==> src/rtl/simt_div_pkg.sv <==
// Package: shared branch classification for the divergence controller.
// Assumes nothing beyond IEEE 1800-2017 enum support.
package simt_div_pkg;

    // Outcome of evaluating one instruction against the active mask
    typedef enum logic [2:0] {
        BR_NONE      = 3'd0,  // not a branch
        BR_IDLE      = 3'd1,  // branch under an all-zero mask
        BR_ALL_TAKEN = 3'd2,  // every active thread takes it
        BR_NO_TAKEN  = 3'd3,  // no active thread takes it
        BR_SPLIT     = 3'd4   // active threads disagree
    } br_kind_e;

endpackage

==> src/rtl/simt_branch_eval.sv <==
// Module: simt_branch_eval
// Classifies a branch against the current execution mask and forms the
// masks of both paths. Purely combinational. Assumes cond_i bits of
// inactive threads may hold any value; they are masked here.
module simt_branch_eval
    import simt_div_pkg::*;
#(
    parameter int WARP = 8
) (
    input  logic            is_branch_i,
    input  logic [WARP-1:0] cond_i,
    input  logic [WARP-1:0] mask_i,
    output br_kind_e        kind_o,
    output logic [WARP-1:0] taken_mask_o,
    output logic [WARP-1:0] alt_mask_o
);

    localparam logic [WARP-1:0] NO_THREADS = '0;

    logic [WARP-1:0] taken_w;
    logic [WARP-1:0] alt_w;

    // Split the active mask into the taken and the deferred group
    always_comb begin
        taken_w = cond_i & mask_i;
        alt_w   = mask_i & ~cond_i;
    end

    // Decide which of the five outcomes applies
    always_comb begin
        if (!is_branch_i) begin
            kind_o = BR_NONE;
        end else if (mask_i == NO_THREADS) begin
            kind_o = BR_IDLE;
        end else if (taken_w == mask_i) begin
            kind_o = BR_ALL_TAKEN;
        end else if (taken_w == NO_THREADS) begin
            kind_o = BR_NO_TAKEN;
        end else begin
            kind_o = BR_SPLIT;
        end
    end

    assign taken_mask_o = taken_w;
    assign alt_mask_o   = alt_w;

endmodule

==> src/rtl/simt_reconv_stack.sv <==
// Module: simt_reconv_stack
// LIFO of reconvergence entries. Each entry holds the reconvergence PC,
// the deferred group's start PC and mask, the mask to restore and a phase
// bit (0: first group running, 1: deferred group running).
// Assumes the caller never pushes when full nor pops/flips when empty,
// and issues at most one of push, flip, pop per cycle. STACK_DEPTH >= 2.
module simt_reconv_stack #(
    parameter int WARP        = 8,
    parameter int PC_W        = 16,
    parameter int STACK_DEPTH = 8,
    localparam int IDX_W      = $clog2(STACK_DEPTH),
    localparam int CNT_W      = $clog2(STACK_DEPTH + 1)
) (
    input  logic            clk,
    input  logic            rst_n,
    input  logic            clear_i,
    input  logic            push_i,
    input  logic [PC_W-1:0] push_reconv_i,
    input  logic [PC_W-1:0] push_alt_pc_i,
    input  logic [WARP-1:0] push_alt_mask_i,
    input  logic [WARP-1:0] push_restore_i,
    input  logic            flip_i,
    input  logic            pop_i,
    output logic [PC_W-1:0] top_reconv_o,
    output logic [PC_W-1:0] top_alt_pc_o,
    output logic [WARP-1:0] top_alt_mask_o,
    output logic [WARP-1:0] top_restore_o,
    output logic            top_second_o,
    output logic            empty_o,
    output logic            full_o,
    output logic [CNT_W-1:0] depth_o
);

    localparam logic [CNT_W-1:0] CNT_ONE  = CNT_W'(1);
    localparam logic [CNT_W-1:0] CNT_FULL = CNT_W'(STACK_DEPTH);

    logic [PC_W-1:0]  reconv_q  [STACK_DEPTH];
    logic [PC_W-1:0]  alt_pc_q  [STACK_DEPTH];
    logic [WARP-1:0]  alt_mask_q[STACK_DEPTH];
    logic [WARP-1:0]  restore_q [STACK_DEPTH];
    logic [STACK_DEPTH-1:0] second_q;
    logic [CNT_W-1:0] depth_q;
    logic [IDX_W-1:0] top_idx;

    // Occupancy counter
    always_ff @(posedge clk) begin
        if (!rst_n || clear_i) begin
            depth_q <= '0;
        end else if (push_i) begin
            depth_q <= depth_q + CNT_ONE;
        end else if (pop_i) begin
            depth_q <= depth_q - CNT_ONE;
        end
    end

    // Entry storage: write on push, set phase bit on flip
    always_ff @(posedge clk) begin
        if (!rst_n) begin
            for (int s = 0; s < STACK_DEPTH; s++) begin
                reconv_q[s]   <= '0;
                alt_pc_q[s]   <= '0;
                alt_mask_q[s] <= '0;
                restore_q[s]  <= '0;
                second_q[s]   <= 1'b0;
            end
        end else begin
            for (int s = 0; s < STACK_DEPTH; s++) begin
                if (push_i && !clear_i && depth_q == CNT_W'(s)) begin
                    reconv_q[s]   <= push_reconv_i;
                    alt_pc_q[s]   <= push_alt_pc_i;
                    alt_mask_q[s] <= push_alt_mask_i;
                    restore_q[s]  <= push_restore_i;
                    second_q[s]   <= 1'b0;
                end else if (flip_i && !clear_i && depth_q == CNT_W'(s + 1)) begin
                    second_q[s]   <= 1'b1;
                end
            end
        end
    end

    // Top-of-stack read port
    always_comb begin
        top_idx        = (depth_q == '0) ? '0 : IDX_W'(depth_q - CNT_ONE);
        top_reconv_o   = reconv_q[top_idx];
        top_alt_pc_o   = alt_pc_q[top_idx];
        top_alt_mask_o = alt_mask_q[top_idx];
        top_restore_o  = restore_q[top_idx];
        top_second_o   = second_q[top_idx];
    end

    assign empty_o = (depth_q == '0);
    assign full_o  = (depth_q == CNT_FULL);
    assign depth_o = depth_q;

    AST_PUSH_ROOM: assert property (@(posedge clk) disable iff (!rst_n)
        push_i |-> !full_o) else $error("push on full stack");

    AST_POP_NONEMPTY: assert property (@(posedge clk) disable iff (!rst_n)
        (pop_i || flip_i) |-> !empty_o) else $error("pop/flip on empty stack");

    AST_ONE_OP: assert property (@(posedge clk) disable iff (!rst_n)
        $countones({push_i, pop_i, flip_i}) <= 1) else $error("stack ops overlap");

    AST_PUSH_GROWS: assert property (@(posedge clk) disable iff (!rst_n)
        (push_i && !clear_i) |=> depth_q == $past(depth_q) + CNT_ONE)
        else $error("push did not grow");

    AST_POP_SHRINKS: assert property (@(posedge clk) disable iff (!rst_n)
        (pop_i && !clear_i) |=> depth_q == $past(depth_q) - CNT_ONE)
        else $error("pop did not shrink");

    AST_FLIP_PHASE: assert property (@(posedge clk) disable iff (!rst_n)
        (flip_i && !clear_i) |=> top_second_o) else $error("flip lost");

endmodule

==> src/rtl/simt_diverge_ctrl.sv <==
// Module: simt_diverge_ctrl (top)
// Owns the shared PC and the execution mask of one warp. On each step it
// classifies the instruction, jumps, falls through or splits the warp,
// and checks the resulting PC against the top reconvergence entry to
// switch to the deferred group or rejoin. Assumes a divergent branch's
// target differs from its reconvergence address and that nested
// conditionals use distinct reconvergence addresses.
module simt_diverge_ctrl
    import simt_div_pkg::*;
#(
    parameter int WARP        = 8,
    parameter int PC_W        = 16,
    parameter int STACK_DEPTH = 8,
    localparam int CNT_W      = $clog2(STACK_DEPTH + 1)
) (
    input  logic             clk,
    input  logic             rst_n,
    input  logic             launch_i,
    input  logic [PC_W-1:0]  launch_pc_i,
    input  logic [WARP-1:0]  launch_mask_i,
    input  logic             step_i,
    input  logic             is_branch_i,
    input  logic [WARP-1:0]  cond_i,
    input  logic [PC_W-1:0]  target_i,
    input  logic [PC_W-1:0]  reconv_i,
    output logic [PC_W-1:0]  pc_o,
    output logic [WARP-1:0]  mask_o,
    output logic [CNT_W-1:0] depth_o,
    output logic             overflow_o
);

    localparam logic [PC_W-1:0] PC_ONE   = PC_W'(1);
    localparam logic [WARP-1:0] ALL_ON   = '1;

    logic [PC_W-1:0] pc_q,   pc_d;
    logic [WARP-1:0] mask_q, mask_d;
    logic            ovf_q,  ovf_d;
    logic [PC_W-1:0] seq_pc, cand_pc;

    br_kind_e        kind;
    logic [WARP-1:0] taken_mask, alt_mask;

    logic            st_clear, st_push, st_flip, st_pop;
    logic [PC_W-1:0] top_reconv, top_alt_pc;
    logic [WARP-1:0] top_alt_mask, top_restore;
    logic            top_second, st_empty, st_full;
    logic [CNT_W-1:0] st_depth;
    logic            reconv_hit;

    simt_branch_eval #(.WARP(WARP)) eval_i (
        .is_branch_i  (is_branch_i),
        .cond_i       (cond_i),
        .mask_i       (mask_q),
        .kind_o       (kind),
        .taken_mask_o (taken_mask),
        .alt_mask_o   (alt_mask)
    );

    simt_reconv_stack #(
        .WARP        (WARP),
        .PC_W        (PC_W),
        .STACK_DEPTH (STACK_DEPTH)
    ) stack_i (
        .clk             (clk),
        .rst_n           (rst_n),
        .clear_i         (st_clear),
        .push_i          (st_push),
        .push_reconv_i   (reconv_i),
        .push_alt_pc_i   (seq_pc),
        .push_alt_mask_i (alt_mask),
        .push_restore_i  (mask_q),
        .flip_i          (st_flip),
        .pop_i           (st_pop),
        .top_reconv_o    (top_reconv),
        .top_alt_pc_o    (top_alt_pc),
        .top_alt_mask_o  (top_alt_mask),
        .top_restore_o   (top_restore),
        .top_second_o    (top_second),
        .empty_o         (st_empty),
        .full_o          (st_full),
        .depth_o         (st_depth)
    );

    // Next-state selection for PC, mask, overflow and stack commands
    always_comb begin
        seq_pc     = pc_q + PC_ONE;
        cand_pc    = seq_pc;
        pc_d       = pc_q;
        mask_d     = mask_q;
        ovf_d      = ovf_q;
        st_clear   = 1'b0;
        st_push    = 1'b0;
        st_flip    = 1'b0;
        st_pop     = 1'b0;
        reconv_hit = 1'b0;
        if (launch_i) begin
            pc_d     = launch_pc_i;
            mask_d   = launch_mask_i;
            ovf_d    = 1'b0;
            st_clear = 1'b1;
        end else if (step_i) begin
            if (kind == BR_SPLIT && !st_full) begin
                st_push = 1'b1;
                pc_d    = target_i;
                mask_d  = taken_mask;
            end else begin
                if (kind == BR_SPLIT) begin
                    ovf_d = 1'b1;
                end
                if (kind == BR_ALL_TAKEN) begin
                    cand_pc = target_i;
                end
                pc_d = cand_pc;
                if (!st_empty && cand_pc == top_reconv) begin
                    reconv_hit = 1'b1;
                    if (!top_second) begin
                        st_flip = 1'b1;
                        pc_d    = top_alt_pc;
                        mask_d  = top_alt_mask;
                    end else begin
                        st_pop  = 1'b1;
                        mask_d  = top_restore;
                    end
                end
            end
        end
    end

    // Architectural state registers
    always_ff @(posedge clk) begin
        if (!rst_n) begin
            pc_q   <= '0;
            mask_q <= ALL_ON;
            ovf_q  <= 1'b0;
        end else begin
            pc_q   <= pc_d;
            mask_q <= mask_d;
            ovf_q  <= ovf_d;
        end
    end

    assign pc_o       = pc_q;
    assign mask_o     = mask_q;
    assign depth_o    = st_depth;
    assign overflow_o = ovf_q;

    AST_SPLIT_ENTRY: assert property (@(posedge clk) disable iff (!rst_n)
        st_push |=> (pc_q == $past(target_i)) && (mask_q == $past(cond_i & mask_q)))
        else $error("split entry wrong");

    AST_UNIFORM_MASK: assert property (@(posedge clk) disable iff (!rst_n)
        (step_i && !launch_i && !reconv_hit &&
         (kind == BR_ALL_TAKEN || kind == BR_NO_TAKEN)) |=> $stable(mask_q))
        else $error("uniform branch changed mask");

    AST_MASK_WITHIN_ENTRY: assert property (@(posedge clk) disable iff (!rst_n)
        !st_empty |-> (mask_q & ~top_restore) == '0)
        else $error("thread escaped enclosing mask");

    AST_NO_OVERFLOW_CLEAR: assert property (@(posedge clk) disable iff (!rst_n)
        (ovf_q && !launch_i) |=> ovf_q) else $error("overflow flag dropped");

    AST_IDLE_FALLTHRU: assert property (@(posedge clk) disable iff (!rst_n)
        (step_i && !launch_i && mask_q == '0 && st_empty) |=>
        (mask_q == '0) && (pc_q == $past(pc_q) + PC_ONE))
        else $error("idle branch acted");

endmodule

==> config.mk <==
export PLATFORM = sky130hd
export DESIGN_NAME = simt_diverge_ctrl
export DESIGN_NICKNAME = d
export VERILOG_FILES = /design/src/rtl/simt_div_pkg.sv /design/src/rtl/simt_branch_eval.sv /design/src/rtl/simt_reconv_stack.sv /design/src/rtl/simt_diverge_ctrl.sv
export SDC_FILE = /design/constraint.sdc
export NUM_CORES = 1
export LEC_CHECK = 0
export BUFFER_PORTS_ARGS = -buffer_cell sky130_fd_sc_hd__buf_2
export CAP_MARGIN = 20
export CORE_MARGIN = 4
export CORE_UTILIZATION = 56
export DETAILED_ROUTE_END_ITERATION = 10
export GPL_TIMING_DRIVEN = 0
export PLACE_DENSITY_LB_ADDON = 0.25
export SYNTH_ARGS = -nofsm -noshare
export SYNTH_HDL_FRONTEND = slang
export SYNTH_SLANG_ARGS = --single-unit
==> constraint.sdc <==
create_clock -name clk -period 4.6 [get_ports clk]
set_input_delay 1.38 -clock clk [delete_from_list [all_inputs] [get_ports clk]]
set_output_delay 1.38 -clock clk [all_outputs]
set_load 0.005 [all_outputs]
==> results.ini <==
[outcome]
outcome=finished, final reports clean

[power_and_ir_drop]
power.leakage_nw=8.95
powerDensity_mw_per_mm2=372
vdd_ir_drop_max_uv=303
power_mw=8.88

[clock_tree]
clkTransAtPathRegs_ns=0.07
clk-insertion-delay-late_ns=0.59
clock_sinks=421
cts_tree=built
cts_buffer_depth=3
htreeDepth=2
cts_root_buf=clkbuf_16
hold_buffers=0
cts_buffers=44

[grt]
globalRouteOverflowTotal=0
antenna_found_initial=0
grt_max_degree=50
track_usage=0.329
grt_first_pass_wirelength_um=97200
grt_pass1_vias=16100

[finish]
stdcell_count=2592
utilization=0.666
multi_input_area_mm2=0.00764
drive_above_1_share=0.163
fill_cells=2737
regArea_mm2=0.0123
final_nets=2171
synthToLayoutAreaGrowth_pct=16.6
postLayoutCellArea_mm2=0.0239

[routing]
drtIter0Drc=2478
met3_length_um=8600
drt-met1-wl_um=25100
drt_wl_total_um=66900
drtAntennaViolNets=0
vias_per_cell=6.47
vias=16800
drc_errors=0
wl_per_cell_um=25.8
top_layer_used=met4
wl_met2_um=29900
dr.pass1.iters=6

[hold_path]
min_path_type=reg -> reg
hold_start=stack_i.second_q[1]
whs_path_depth=2
whs_endpoint=stack_i.second_q[1]

[synthesis]
avgSynthCellArea_um2=10.6
synth_top_family_by_area=simple AND/OR/NAND/NOR gates
synth-simple-area-share=0.182
ys_ff_latch=421
syn_inst=1926
synth_nets=2000
ys.flop_type=edfxtp_1
synth_edf_count=384
synth-compound-area-share=0.105
synth_mux_area_frac=0.0538
ys_warn_count=0
synthAdderAreaFrac=0.00306
synth_area_mm2=0.0205
async_reset_ff_frac=0
yosysSeqAreaShare=0.599
ys_types=79
synth_xor_area_frac=0.0116

[worst_setup_path]
cp_cell_sequence=buf_8 -> buf_12 -> inv_8 -> buf_8 -> clkbuf_8 -> clkbuf_16 -> ha_4 -> nor3b_4 -> buf_4 -> buf_6 -> clkbuf_4 -> a2111oi_2 -> a21oi_1 -> a31oi_2 -> xor2_1 -> or4_4 -> o31ai_4 -> buf_12 -> buf_6 -> and3_1 -> o21ai_1
cp.buffers_inverters=11
critPathArrivalTime_ns=4.99
end_kind=flip-flop
cpPeakStageDelay_ns=0.59
cp_max_fo=19
cp_slowest_cell=or4_4
crit_family=buffers and inverters
cp-startpoint=stack_i.depth_o[0]
crit_type=reg -> reg
reg2reg_to=mask_o[4]
worstPathRequired_ns=5.01
rr_worst_depth=21
reg2reg_from=stack_i.depth_o[0]
r2r_setup_slack_ns=0.02
crit_path_start_kind=flip-flop

[sta]
finClkSkew_ns=0.0271
drv_slew=0
holdWs_ns=0.494
finalHoldViolations=0
fmax_mhz=218
setup_violations=0
finalCritPeriodShare=0.995
maxSlewHeadroom=0.269
max_slew.worst_pin.slew_ns=1.10
finalCriticalPeriod_ns=4.58

[place]
placed_cell_area_mm2=0.0216
place_hpwl_um=44800
dp.cells=2486
gp_congestion=1.00
numPortBuffers=96

[floorplanning]
dieArea_mm2=0.0397
start_util=0.571
pin_count=98
die_h_um=199
fp.dieW_um=199
rows=69
core-area_mm2=0.0358

[run]
cap_violations=0

==> placed cells by master (no fill, tap or decap), types with 9 or more instances in the layout <==
cell type / instances
edfxtp_1: 384
nor2_1: 344
nand2_1: 212
buf_2: 109
o21ai_0: 83
clkbuf_1: 79
inv_1: 78
nand3_1: 70
mux2i_1: 62
a21oi_1: 56
clkbuf_16: 45
or3_1: 44
dfxtp_1: 36
buf_4: 30
nor3_1: 29
o22ai_1: 29
o211ai_1: 27
and3_1: 21
nand2b_1: 21
clkbuf_2: 19
a31oi_1: 19
o21ai_1: 18
nor2b_1: 17
xor2_1: 14
xnor2_1: 13
clkinv_1: 13
buf_6: 12
mux4_2: 12
or4_1: 11
o32a_1: 10
or2_2: 9
==> layout make-up <==
class,instances,area share
sequential,421,0.514
clock inverter,30,0.0134
antenna,1,0.000105
timing repair buffer,129,0.0331
clock buffer,49,0.0469
multi-input combinational,1278,0.320
inverter,79,0.0127
buffer,144,0.0351
tap,461,0.0242
==> stage by stage <==
step,setup WS [ns],setup TNS [ns]
after floorplan,-0.0366,-3.51
after global placement,-2.69,-1208.09
after detailed placement,-2.49,-912.02
after CTS,0.00134,0
after global routing,-0.0767,-2.30
final,0.0226,0
==> worst max path at each step <==
stage | end | slack (ns) | cells after the start
floorplan | stack_i.alt_mask_q[2][0] | -0.04 | 16
global placement | stack_i.reconv_q[3][6] | -2.69 | 16
detailed placement | pc_o[8] | -2.49 | 19
CTS | mask_o[4] | 0.001 | 21
global route | stack_i.reconv_q[2][6] | -0.08 | 16
finish | mask_o[4] | 0.02 | 21
==> timing repair <==
action	4_1_cts	5_1_grt
resized for setup	112	52
pin swaps	8	11
setup buffers	11	18
cloned	1	0
setup endpoints to repair	708	336
==> worst min-delay path, delay by kind of cell, from the launching register on <==
family	cells	cell delay (ns)
AO/OA/AOI/OAI	1	0.05
flip-flops	1	0.34
AND/OR/NAND/NOR	1	0.07
==> synthesized netlist by cell type (all sizes together) (7+ instances only) <==
master	instances	area, um^2
nand4	7	43.8
nand2b	23	144
nor2	346	1300
o21ai	104	532
dfxtp	37	741
or3	44	275
buf	44	246
a31oi	22	138
inv	79	297
or2	9	56.3
or4	13	105
and3	21	131
edfxtp	384	11500
a2111oi	17	149
mux4	12	270
nor4	10	68.8
a311oi	8	70.1
nand2	222	836
xnor2	13	114
mux2	9	101
clkbuf	105	394
nand3	70	350
xor2	14	123
nor3	30	161
a21oi	58	294
o22ai	34	213
a41oi	8	70.1
o32a	10	100
nor2b	19	119
mux2i	68	731
o211ai	27	203
==> sequential cells by signal, summed over array words and instances, names as in the netlist <==
name                flops
mask_o                  8
stack_i.reconv_q      128
pc_o                   16
stack_i.alt_mask_q     64
stack_i.depth_o         4
stack_i.restore_q      64
stack_i.alt_pc_q      128
stack_i.second_q        8
overflow_o              1
==> cells by family after synthesis <==
kind of cell             Yosys count
AND/OR/NAND/NOR                  830
flip-flops                       421
AO/OA/AOI/OAI                    326
buffers and inverters            228
multiplexers                      89
XOR/XNOR                          27
adder cells (fa/ha/maj)            5
==> power breakdown <==
part	total, mW	internal [mW]	switching (mW)
sequential	4.45	4.36	0.0884
combinational	0.803	0.254	0.550
clock	3.63	2.10	1.53
total	8.88	6.71	2.17
==> per-layer routing <==
layer,up-vias,GRT usage
li1,7290,-
met1,8101,0.451
met2,1190,0.503
met3,200,0.0848
met4,0,0.144
met5,-,0
No activity file was read; power rests on OpenSTA's default activity.
